## src/rtl/usb_rxf_pkg.sv

```systemverilog
package usb_rxf_pkg;

  localparam int EP_W     = 4;
  localparam int PID_W    = 2;
  localparam int BCNT_W   = 11;
  localparam int BCNT_LSB = EP_W;
  localparam int WORD_W   = 32;

  typedef enum logic [3:0] {
    ST_GNAK       = 4'd1,
    ST_OUT_DATA   = 4'd2,
    ST_OUT_DONE   = 4'd3,
    ST_SETUP_DONE = 4'd4,
    ST_SETUP_DATA = 4'd6
  } rx_stat_e;

  typedef struct packed {
    logic [WORD_W-EP_W-BCNT_W-PID_W-4-1:0] pad;
    rx_stat_e                               code;
    logic [PID_W-1:0]                       pid;
    logic [BCNT_W-1:0]                      bcnt;
    logic [EP_W-1:0]                        ep;
  } rx_stat_t;

endpackage

```

## src/rtl/usb_rxf_mem.sv

```systemverilog
module usb_rxf_mem #(
  parameter int DEPTH = 64,
  parameter int DW    = 32,
  localparam int AW   = $clog2(DEPTH)
) (
  input  logic          clk,
  input  logic          we,
  input  logic [AW-1:0] waddr,
  input  logic [DW-1:0] wdata,
  input  logic [AW-1:0] raddr,
  output logic [DW-1:0] rdata
);

  logic [DW-1:0] store [DEPTH];

  always_ff @(posedge clk) begin
    if (we) begin
      store[waddr] <= wdata;
    end
  end

  assign rdata = store[raddr];

endmodule

```

## src/rtl/usb_rxf_admit.sv

```systemverilog
module usb_rxf_admit #(
  parameter int DEPTH     = 64,
  parameter int SETUP_RSV = 10,
  parameter int NAK_RSV   = 1,
  parameter int PW        = 7,
  parameter int LW        = 11
) (
  input  logic [PW-1:0] occ,
  input  logic [LW-1:0] len,
  input  logic          is_setup,
  output logic [LW-1:0] need_words,
  output logic          fit_pkt,
  output logic          fit_gnak,
  output logic          fit_xfer
);

  localparam int CW = ((PW > LW) ? PW : LW) + 2;
  localparam logic [CW-1:0] DEP_C   = CW'(DEPTH);
  localparam logic [CW-1:0] NAK_C   = CW'(NAK_RSV);
  localparam logic [CW-1:0] GEN_RSV = CW'(SETUP_RSV + NAK_RSV);

  logic [CW-1:0] free_c;
  logic [CW-1:0] need_c;

  always_comb begin
    free_c     = DEP_C - CW'(occ);
    need_c     = ((CW'(len) + CW'(3)) >> 2) + CW'(1);
    need_words = LW'(need_c);
    fit_gnak   = free_c >= CW'(1);
    fit_xfer   = free_c >= (GEN_RSV + CW'(1));
    if (is_setup) begin
      fit_pkt = free_c >= (need_c + NAK_C);
    end else begin
      fit_pkt = free_c >= (need_c + GEN_RSV);
    end
  end

endmodule

```

## src/rtl/usb_rxf_rdtrack.sv

```systemverilog
module usb_rxf_rdtrack #(
  parameter int LW = 11
) (
  input  logic          clk,
  input  logic          rst_n,
  input  logic          pop_ok,
  input  logic [LW-1:0] head_bcnt,
  output logic          at_status
);

  logic [LW-1:0] rem_q, rem_d;

  always_comb begin
    rem_d = rem_q;
    if (pop_ok) begin
      if (rem_q == '0) begin
        rem_d = LW'((LW'(head_bcnt) + LW'(3)) >> 2);
      end else begin
        rem_d = rem_q - LW'(1);
      end
    end
  end

  always_ff @(posedge clk or negedge rst_n) begin
    if (!rst_n) begin
      rem_q <= '0;
    end else if (pop_ok) begin
      rem_q <= rem_d;
    end
  end

  assign at_status = (rem_q == '0);

endmodule

```

## src/rtl/usb_rx_pktfifo.sv

```systemverilog
module usb_rx_pktfifo
  import usb_rxf_pkg::*;
#(
  parameter int DEPTH     = 64,
  parameter int SETUP_RSV = 10,
  parameter int NAK_RSV   = 1
) (
  input  logic                 clk,
  input  logic                 rst_n,
  input  logic                 pkt_start,
  input  logic                 pkt_setup,
  input  logic [EP_W-1:0]      pkt_ep,
  input  logic [PID_W-1:0]     pkt_pid,
  input  logic [BCNT_W-1:0]    pkt_len,
  output logic                 pkt_acc,
  output logic                 pkt_nak,
  input  logic                 pkt_dvld,
  input  logic [WORD_W-1:0]    pkt_data,
  input  logic                 pkt_end,
  input  logic                 pkt_err,
  input  logic                 gnak_req,
  input  logic                 xfer_req,
  input  logic [EP_W-1:0]      xfer_ep,
  input  logic                 xfer_setup,
  input  logic                 rd_pop,
  output logic [WORD_W-1:0]    rd_data,
  output logic                 rd_nonempty,
  output logic                 rd_stat_vld
);

  localparam int AW = $clog2(DEPTH);
  localparam int PW = AW + 1;
  localparam int LW = BCNT_W;

  // pointer and packet state
  logic [PW-1:0] wr_ptr, wr_d, cm_ptr, cm_d, rd_ptr, rd_d, base_ptr, base_d;
  logic          busy, busy_d, cur_setup, setup_d, bad, bad_d;
  logic [LW-1:0] exp_cnt, exp_d, got_cnt, got_d;
  logic          gnak_pend, gnak_d, xfer_pend, xfer_d, xset_q, xset_d;
  logic [EP_W-1:0] xep_q, xep_d;

  // combinational helpers
  logic [PW-1:0] occ_cm;
  logic [LW-1:0] need_words;
  logic          fit_pkt, fit_gnak, fit_xfer;
  logic          start_ok, ins_slot, ins_gnak, ins_xfer, take_word, pop_ok, at_status;
  logic          mem_we;
  logic [WORD_W-1:0] mem_wd;
  rx_stat_t      stat_w;

  assign occ_cm      = cm_ptr - rd_ptr;
  assign rd_nonempty = (cm_ptr != rd_ptr);
  assign pop_ok      = rd_pop && rd_nonempty;
  assign start_ok    = pkt_start && !busy;
  assign pkt_acc     = start_ok && fit_pkt;
  assign pkt_nak     = start_ok && !fit_pkt;
  assign ins_slot    = !busy && !pkt_start;
  assign ins_gnak    = ins_slot && gnak_pend && fit_gnak;
  assign ins_xfer    = ins_slot && !ins_gnak && xfer_pend && fit_xfer;
  assign take_word   = busy && !pkt_end && pkt_dvld && (got_cnt != exp_cnt);
  assign rd_stat_vld = rd_nonempty && at_status;

  usb_rxf_admit #(
    .DEPTH(DEPTH), .SETUP_RSV(SETUP_RSV), .NAK_RSV(NAK_RSV), .PW(PW), .LW(LW)
  ) u_admit (
    .occ(occ_cm), .len(pkt_len), .is_setup(pkt_setup),
    .need_words(need_words), .fit_pkt(fit_pkt), .fit_gnak(fit_gnak), .fit_xfer(fit_xfer)
  );

  usb_rxf_mem #(.DEPTH(DEPTH), .DW(WORD_W)) u_mem (
    .clk(clk), .we(mem_we), .waddr(wr_ptr[AW-1:0]), .wdata(mem_wd),
    .raddr(rd_ptr[AW-1:0]), .rdata(rd_data)
  );

  usb_rxf_rdtrack #(.LW(LW)) u_rdtrack (
    .clk(clk), .rst_n(rst_n), .pop_ok(pop_ok),
    .head_bcnt(rd_data[BCNT_LSB +: BCNT_W]), .at_status(at_status)
  );

  // write-port selection
  always_comb begin
    stat_w = '0;
    mem_we = 1'b0;
    mem_wd = '0;
    if (pkt_acc) begin
      stat_w.ep   = pkt_ep;
      stat_w.bcnt = pkt_len;
      stat_w.pid  = pkt_pid;
      stat_w.code = pkt_setup ? ST_SETUP_DATA : ST_OUT_DATA;
      mem_we      = 1'b1;
      mem_wd      = stat_w;
    end else if (take_word) begin
      mem_we = 1'b1;
      mem_wd = pkt_data;
    end else if (ins_gnak) begin
      stat_w.code = ST_GNAK;
      mem_we      = 1'b1;
      mem_wd      = stat_w;
    end else if (ins_xfer) begin
      stat_w.ep   = xep_q;
      stat_w.code = xset_q ? ST_SETUP_DONE : ST_OUT_DONE;
      mem_we      = 1'b1;
      mem_wd      = stat_w;
    end
  end

  // next state
  always_comb begin
    wr_d    = wr_ptr;
    cm_d    = cm_ptr;
    rd_d    = rd_ptr;
    base_d  = base_ptr;
    busy_d  = busy;
    setup_d = cur_setup;
    bad_d   = bad;
    exp_d   = exp_cnt;
    got_d   = got_cnt;
    gnak_d  = gnak_pend;
    xfer_d  = xfer_pend;
    xep_d   = xep_q;
    xset_d  = xset_q;
    if (pkt_acc) begin
      busy_d  = 1'b1;
      setup_d = pkt_setup;
      base_d  = wr_ptr;
      wr_d    = wr_ptr + PW'(1);
      exp_d   = need_words - LW'(1);
      got_d   = '0;
      bad_d   = 1'b0;
    end else if (busy) begin
      if (pkt_end) begin
        busy_d = 1'b0;
        if (!pkt_err && !bad && (got_cnt == exp_cnt)) begin
          cm_d = wr_ptr;
        end else begin
          wr_d = base_ptr;
        end
      end else if (pkt_dvld) begin
        if (take_word) begin
          wr_d  = wr_ptr + PW'(1);
          got_d = got_cnt + LW'(1);
        end else begin
          bad_d = 1'b1;
        end
      end
    end else if (ins_gnak || ins_xfer) begin
      wr_d = wr_ptr + PW'(1);
      cm_d = cm_ptr + PW'(1);
    end
    if (ins_gnak) gnak_d = 1'b0;
    if (gnak_req) gnak_d = 1'b1;
    if (xfer_req && (!xfer_pend || ins_xfer)) begin
      xfer_d = 1'b1;
      xep_d  = xfer_ep;
      xset_d = xfer_setup;
    end else if (ins_xfer) begin
      xfer_d = 1'b0;
    end
    if (pop_ok) rd_d = rd_ptr + PW'(1);
  end

  // registers
  always_ff @(posedge clk or negedge rst_n) begin
    if (!rst_n) begin
      wr_ptr    <= '0;
      cm_ptr    <= '0;
      rd_ptr    <= '0;
      base_ptr  <= '0;
      busy      <= 1'b0;
      cur_setup <= 1'b0;
      bad       <= 1'b0;
      exp_cnt   <= '0;
      got_cnt   <= '0;
      gnak_pend <= 1'b0;
      xfer_pend <= 1'b0;
      xep_q     <= '0;
      xset_q    <= 1'b0;
    end else begin
      wr_ptr    <= wr_d;
      cm_ptr    <= cm_d;
      rd_ptr    <= rd_d;
      base_ptr  <= base_d;
      busy      <= busy_d;
      cur_setup <= setup_d;
      bad       <= bad_d;
      exp_cnt   <= exp_d;
      got_cnt   <= got_d;
      gnak_pend <= gnak_d;
      xfer_pend <= xfer_d;
      xep_q     <= xep_d;
      xset_q    <= xset_d;
    end
  end

  // assertions
  logic [PW-1:0] occ_wr;
  assign occ_wr = wr_ptr - rd_ptr;

  AST_NO_OVERFLOW: assert property (@(posedge clk) disable iff (!rst_n)
    occ_wr <= PW'(DEPTH));
  AST_GEN_RESERVE: assert property (@(posedge clk) disable iff (!rst_n)
    (busy && !cur_setup) |-> (occ_wr <= PW'(DEPTH - SETUP_RSV - NAK_RSV)));
  AST_SETUP_RESERVE: assert property (@(posedge clk) disable iff (!rst_n)
    (busy && cur_setup) |-> (occ_wr <= PW'(DEPTH - NAK_RSV)));
  AST_NAK_NO_WRITE: assert property (@(posedge clk) disable iff (!rst_n)
    pkt_nak |=> $stable(wr_ptr));
  AST_ROLLBACK: assert property (@(posedge clk) disable iff (!rst_n)
    (busy && pkt_end && pkt_err) |=> ((wr_ptr == cm_ptr) && $stable(cm_ptr)));
  AST_POP_EMPTY: assert property (@(posedge clk) disable iff (!rst_n)
    (rd_pop && !rd_nonempty) |=> $stable(rd_ptr));

endmodule

```

## config.mk

```make
export PLATFORM = sky130hd
export DESIGN_NAME = usb_rx_pktfifo
export DESIGN_NICKNAME = d
export VERILOG_FILES = /design/src/rtl/usb_rxf_pkg.sv /design/src/rtl/usb_rxf_mem.sv /design/src/rtl/usb_rxf_admit.sv /design/src/rtl/usb_rxf_rdtrack.sv /design/src/rtl/usb_rx_pktfifo.sv
export SDC_FILE = /design/constraint.sdc
export NUM_CORES = 2
export LEC_CHECK = 0
export BUFFER_PORTS_ARGS = -buffer_cell sky130_fd_sc_hd__buf_2
export CAP_MARGIN = 20
export CELL_PAD_IN_SITES_DETAIL_PLACEMENT = 0
export CELL_PAD_IN_SITES_GLOBAL_PLACEMENT = 1
export CORE_MARGIN = 2
export CORE_UTILIZATION = 56
export DETAILED_ROUTE_END_ITERATION = 10
export PLACE_DENSITY_LB_ADDON = 0.1
export SYNTH_ARGS = -nofsm -noshare
export SYNTH_HDL_FRONTEND = slang
export SYNTH_SLANG_ARGS = --single-unit
```

## constraint.sdc

```tcl
create_clock -name clk -period 8.3 [get_ports clk]
set_input_delay 1.66 -clock clk [delete_from_list [all_inputs] [get_ports clk]]
set_output_delay 1.66 -clock clk [all_outputs]
set_load 0.02 [all_outputs]
```

==> run summary <==
==================================================================================
Result of the run                                                        completed
YS warnings                                                                      0
Average via count per standard cell                                           6.60
Hold violation count in the final report                                         0
Post-synthesis cell type count                                                  84
Hold Buf Count CTS                                                               0
Min Tclk post-route                                                        7840 ps
Final-stage net count                                                        4,165
Number of inserted filler cells in the final layout                          9,594
Design internal power                                                     0.0242 W
Port Buffers                                                                    99
Max IR drop VDD                                                         0.000353 V
Final setup viols                                                                0
Switching power                                                           0.0127 W
Number of max-slew violations in the final report                                0
Die Width                                                                   391 um
Buf+Inv Stages, Crit Path                                                        4
Worst path top cell family by delay                                   simple AND/OR/NAND/NOR gates
Setup WS post-layout                                                        461 ps
Sum of negative setup slack                                                   0 ps
Most numerous cell on the critical path                               sky130_fd_sc_hd__xnor2_1
Number of flip-flops and latches in the synthesized netlist                  2,118
Max FO, Critical Path                                                            8
Clock-pin slew on the worst setup and hold paths                             60 ps
Number of iterations in the first detailed-routing pass                          7
Share of synthesized registers carrying an async set or reset                3.31%
Highest attainable clock frequency                                         128 MHz
Vias in the first global route                                              41,100
Setup crit end kind                                                    output port
CP max stage cell                                                     sky130_fd_sc_hd__or4b_2
Y dimension of the die                                                      391 um
RSZ-0062 raised after global routing                                            no
First DRT Iteration DRCs                                                     4,737
Starting Density                                                             56.6%
Cells after synthesis                                                        3,756
Wire length of the first global-routing pass                            302,000 um
Dpl ws                                                                      442 ps
Placed wire-length estimate                                             128,000 um
Core region area                                                       148,000 um2
Worst min path class                                                    reg -> reg
Data arrival, critical path                                                6180 ps
Num ports                                                                      100
Row Count                                                                      141
Clock share of power                                                         24.6%
Worst Hold Margin                                                           492 ps
Logic pwr share                                                              36.6%
Critical path cell sequence                                           buf_2 > o21a_1 > xnor2_1 > inv_1 > ha_1 > xor2_1 > xnor2_1 > and3_1 > nand2_1 > nor3_1 > xnor2_1 > ha_1 > and4_1 > or4b_2 > o21ai_0 > o211ai_1 > a41o_1 > a31o_1 > inv_2 > buf_2
Number of synthesized flops with an enable pin                               2,048
Worst rel slew slack                                                         27.6%
Setup bufs post-CTS                                                              0
Share of layout cells above drive strength 1                                 31.9%
Routed wire per std cell                                                   33.7 um
Leading post-synthesis cells by cell area                             sky130_fd_sc_hd__edfxtp_1 (73%), sky130_fd_sc_hd__mux4_2 (17%), sky130_fd_sc_hd__dfrtp_1 (2.1%)
Switching power share of the total                                           34.5%
# clock sinks                                                                2,118
Remaining number of nets flagged by the antenna check after routing              0
Top FF cell, synth                                                    sky130_fd_sc_hd__edfxtp_1
Total clock buffers created by CTS                                             208
Maximum number of buffers from clock root to sink                                3
Layout area overhead                                                         13.4%
# resized after CTS                                                              0
Leak Pwr                                                                   30.5 nW
Startpoint type of the worst setup path                                 input port
Clock Tree Root                                                       sky130_fd_sc_hd__clkbuf_16
Portion of synthesized cell area occupied by the leading cell type           73.5%
Gpl congestion                                                               0.856
Post-synth design cell area                                             83,700 um2
GRT Residual Overflow                                                            0
Areal power density over the cells                                      389 nW/um2
Required time at the worst-slack endpoint                                  6640 ps
Portion of the post-synthesis area used by sequential elements               75.5%
Cell type with the largest total area after synthesis                 sky130_fd_sc_hd__edfxtp_1
Antenna violations before repair                                                 6
Crit Path Class                                                          in -> out
Worst clock skew on the final layout                                       31.5 ps
Synthesized area per cell                                                 22.3 um2
Actual transition at the worst max-transition pin                          1090 ps
Total global-route track usage                                               27.9%
Share of the clock period used by the worst path                             94.4%
Final WL                                                                208,000 um
Largest net degree at the start of global routing                              135
Crit path largest cell delay                                                590 ps
DIE AREA                                                               153,000 um2
Seq pwr share                                                                38.8%
Clock latency on the worst-skew pair                                        830 ps
TritonCTS clock tree                                                          done
Count of H-tree levels built during CTS                                          4
Count of maximum capacitance violations                                          0
Routed via count                                                            40,700
DRC violations left                                                              0
==================================================================================
## area by class of cell
type,count,area (um2),share of cell area (%)
Inverter,35,139,0.146
Multi-Input combinational cell,1407,19900,21.0
Antenna cell,1,2.50,0.00264
Clock buffer,269,5550,5.85
Tap cell,1930,2410,2.54
Clock inverter,115,1010,1.06
Timing Repair Buffer,294,2650,2.79
Sequential cell,2118,63300,66.6
## metrics by stage
step	cells	util, %	power, W	area [um2]
floorplan	3757	-	0.0227	83700
global route	6168	64.1	0.0383	94900
CTS	6168	64.1	0.0372	94900
detailed placement	5784	59.7	0.0282	88400
global placement	5783	59.7	0.0279	88300
finish	6169	64.1	0.0369	94900
## power by group through the flow
stage	Sequential, W	Clock [W]	Combinational (W)
6_report	0.0143	0.00908	0.0135
5_1_grt	0.0144	0.00963	0.0142
4_1_cts	0.0143	0.00922	0.0137
3_5_place_dp	0.0145	0	0.0136
3_3_place_gp	0.0145	0	0.0134
2_1_floorplan	0.0143	0	0.00833
## kinds of logic (layout without fill, tap and decap cells)
logic type	count (synthesis)	in the layout	synth area share [%]
simple gates	403	403	2.41
flops	2118	2118	75.5
mux	689	689	17.6
fa+ha+maj	37	37	0.562
other cells	1	3	0.00448
compound gates	202	202	1.79
xor+xnor	74	74	0.783
buf+inv	232	713	1.30
## cells in the mapped netlist (15+ instances only)
master / count
sky130_fd_sc_hd__a21oi_1: 37
sky130_fd_sc_hd__a22o_1: 18
sky130_fd_sc_hd__a22oi_1: 16
sky130_fd_sc_hd__and2_1: 19
sky130_fd_sc_hd__buf_1: 23
sky130_fd_sc_hd__buf_2: 64
sky130_fd_sc_hd__buf_4: 17
sky130_fd_sc_hd__clkbuf_1: 83
sky130_fd_sc_hd__dfrtp_1: 70
sky130_fd_sc_hd__edfxtp_1: 2048
sky130_fd_sc_hd__ha_1: 36
sky130_fd_sc_hd__inv_1: 30
sky130_fd_sc_hd__mux2_2: 32
sky130_fd_sc_hd__mux2i_1: 34
sky130_fd_sc_hd__mux4_2: 623
sky130_fd_sc_hd__nand2_1: 85
sky130_fd_sc_hd__nand2b_1: 15
sky130_fd_sc_hd__nand3_1: 42
sky130_fd_sc_hd__nand4_1: 17
sky130_fd_sc_hd__nor2_1: 126
sky130_fd_sc_hd__nor2b_1: 15
sky130_fd_sc_hd__nor3_1: 17
sky130_fd_sc_hd__o21ai_0: 25
sky130_fd_sc_hd__xnor2_1: 48
sky130_fd_sc_hd__xor2_1: 25
## layout by cell type (no fill, tap or decap), drive strengths merged, types with 5 or more instances in the layout
master | Yosys | routed
a222oi | 5 | 5
xnor2 | 49 | 49
o221ai | 9 | 9
a21oi | 37 | 37
dfrtp | 70 | 70
o2111ai | 5 | 5
edfxtp | 2048 | 2048
a21o | 8 | 8
o31ai | 5 | 5
clkinvlp | 0 | 5
xor2 | 25 | 25
bufinv | 0 | 15
a221oi | 12 | 12
mux2 | 32 | 32
nand3b | 9 | 9
mux4 | 623 | 623
nor2b | 15 | 15
ha | 36 | 36
and2 | 19 | 19
nand3 | 42 | 42
clkinv | 2 | 90
and3 | 12 | 12
o21ai | 26 | 26
nor4 | 11 | 11
nand2b | 15 | 15
o211ai | 13 | 13
buf | 114 | 294
nor2 | 126 | 126
mux2i | 34 | 34
nand2 | 85 | 85
nand4b | 5 | 5
a22o | 18 | 18
a31oi | 8 | 8
nand4 | 18 | 18
or2 | 6 | 6
nor3 | 18 | 18
a22oi | 16 | 16
inv | 33 | 40
clkbuf | 83 | 269
## state kept, by name (all words and copies together), names as in the netlist, 4 cells and up
signal           flops
cm_ptr               7
u_mem.store       2048
base_ptr             7
xep_q                4
wr_ptr               7
got_cnt             11
u_rdtrack.rem_q     11
exp_cnt             11
rd_ptr               7
## worst paths after layout
path                            start                  end  slack [ps]  depth (start not counted)
max in group asynchronous       rst_n            rd_ptr[0]        6440                          2
setup / recovery           pkt_len[1]              pkt_acc         460                         20
hold / removal              rd_ptr[6]            rd_ptr[6]         490                          1
setup reg to reg            rd_ptr[1]  u_mem.store[26][19]        1210                         22
hold reg to reg             rd_ptr[6]            rd_ptr[6]         490                          1
min in group asynchronous       rst_n           exp_cnt[9]         690                          1
## per-layer routing
metal / GRT usage (%) / share of wire [%]
met3: 4.52 / 7.9
met5: 0 / 0.0063
met2: 43.9 / 49
met4: 6.94 / 2.3
met1: 41.6 / 41
No activity file was read; power rests on OpenSTA's default activity.
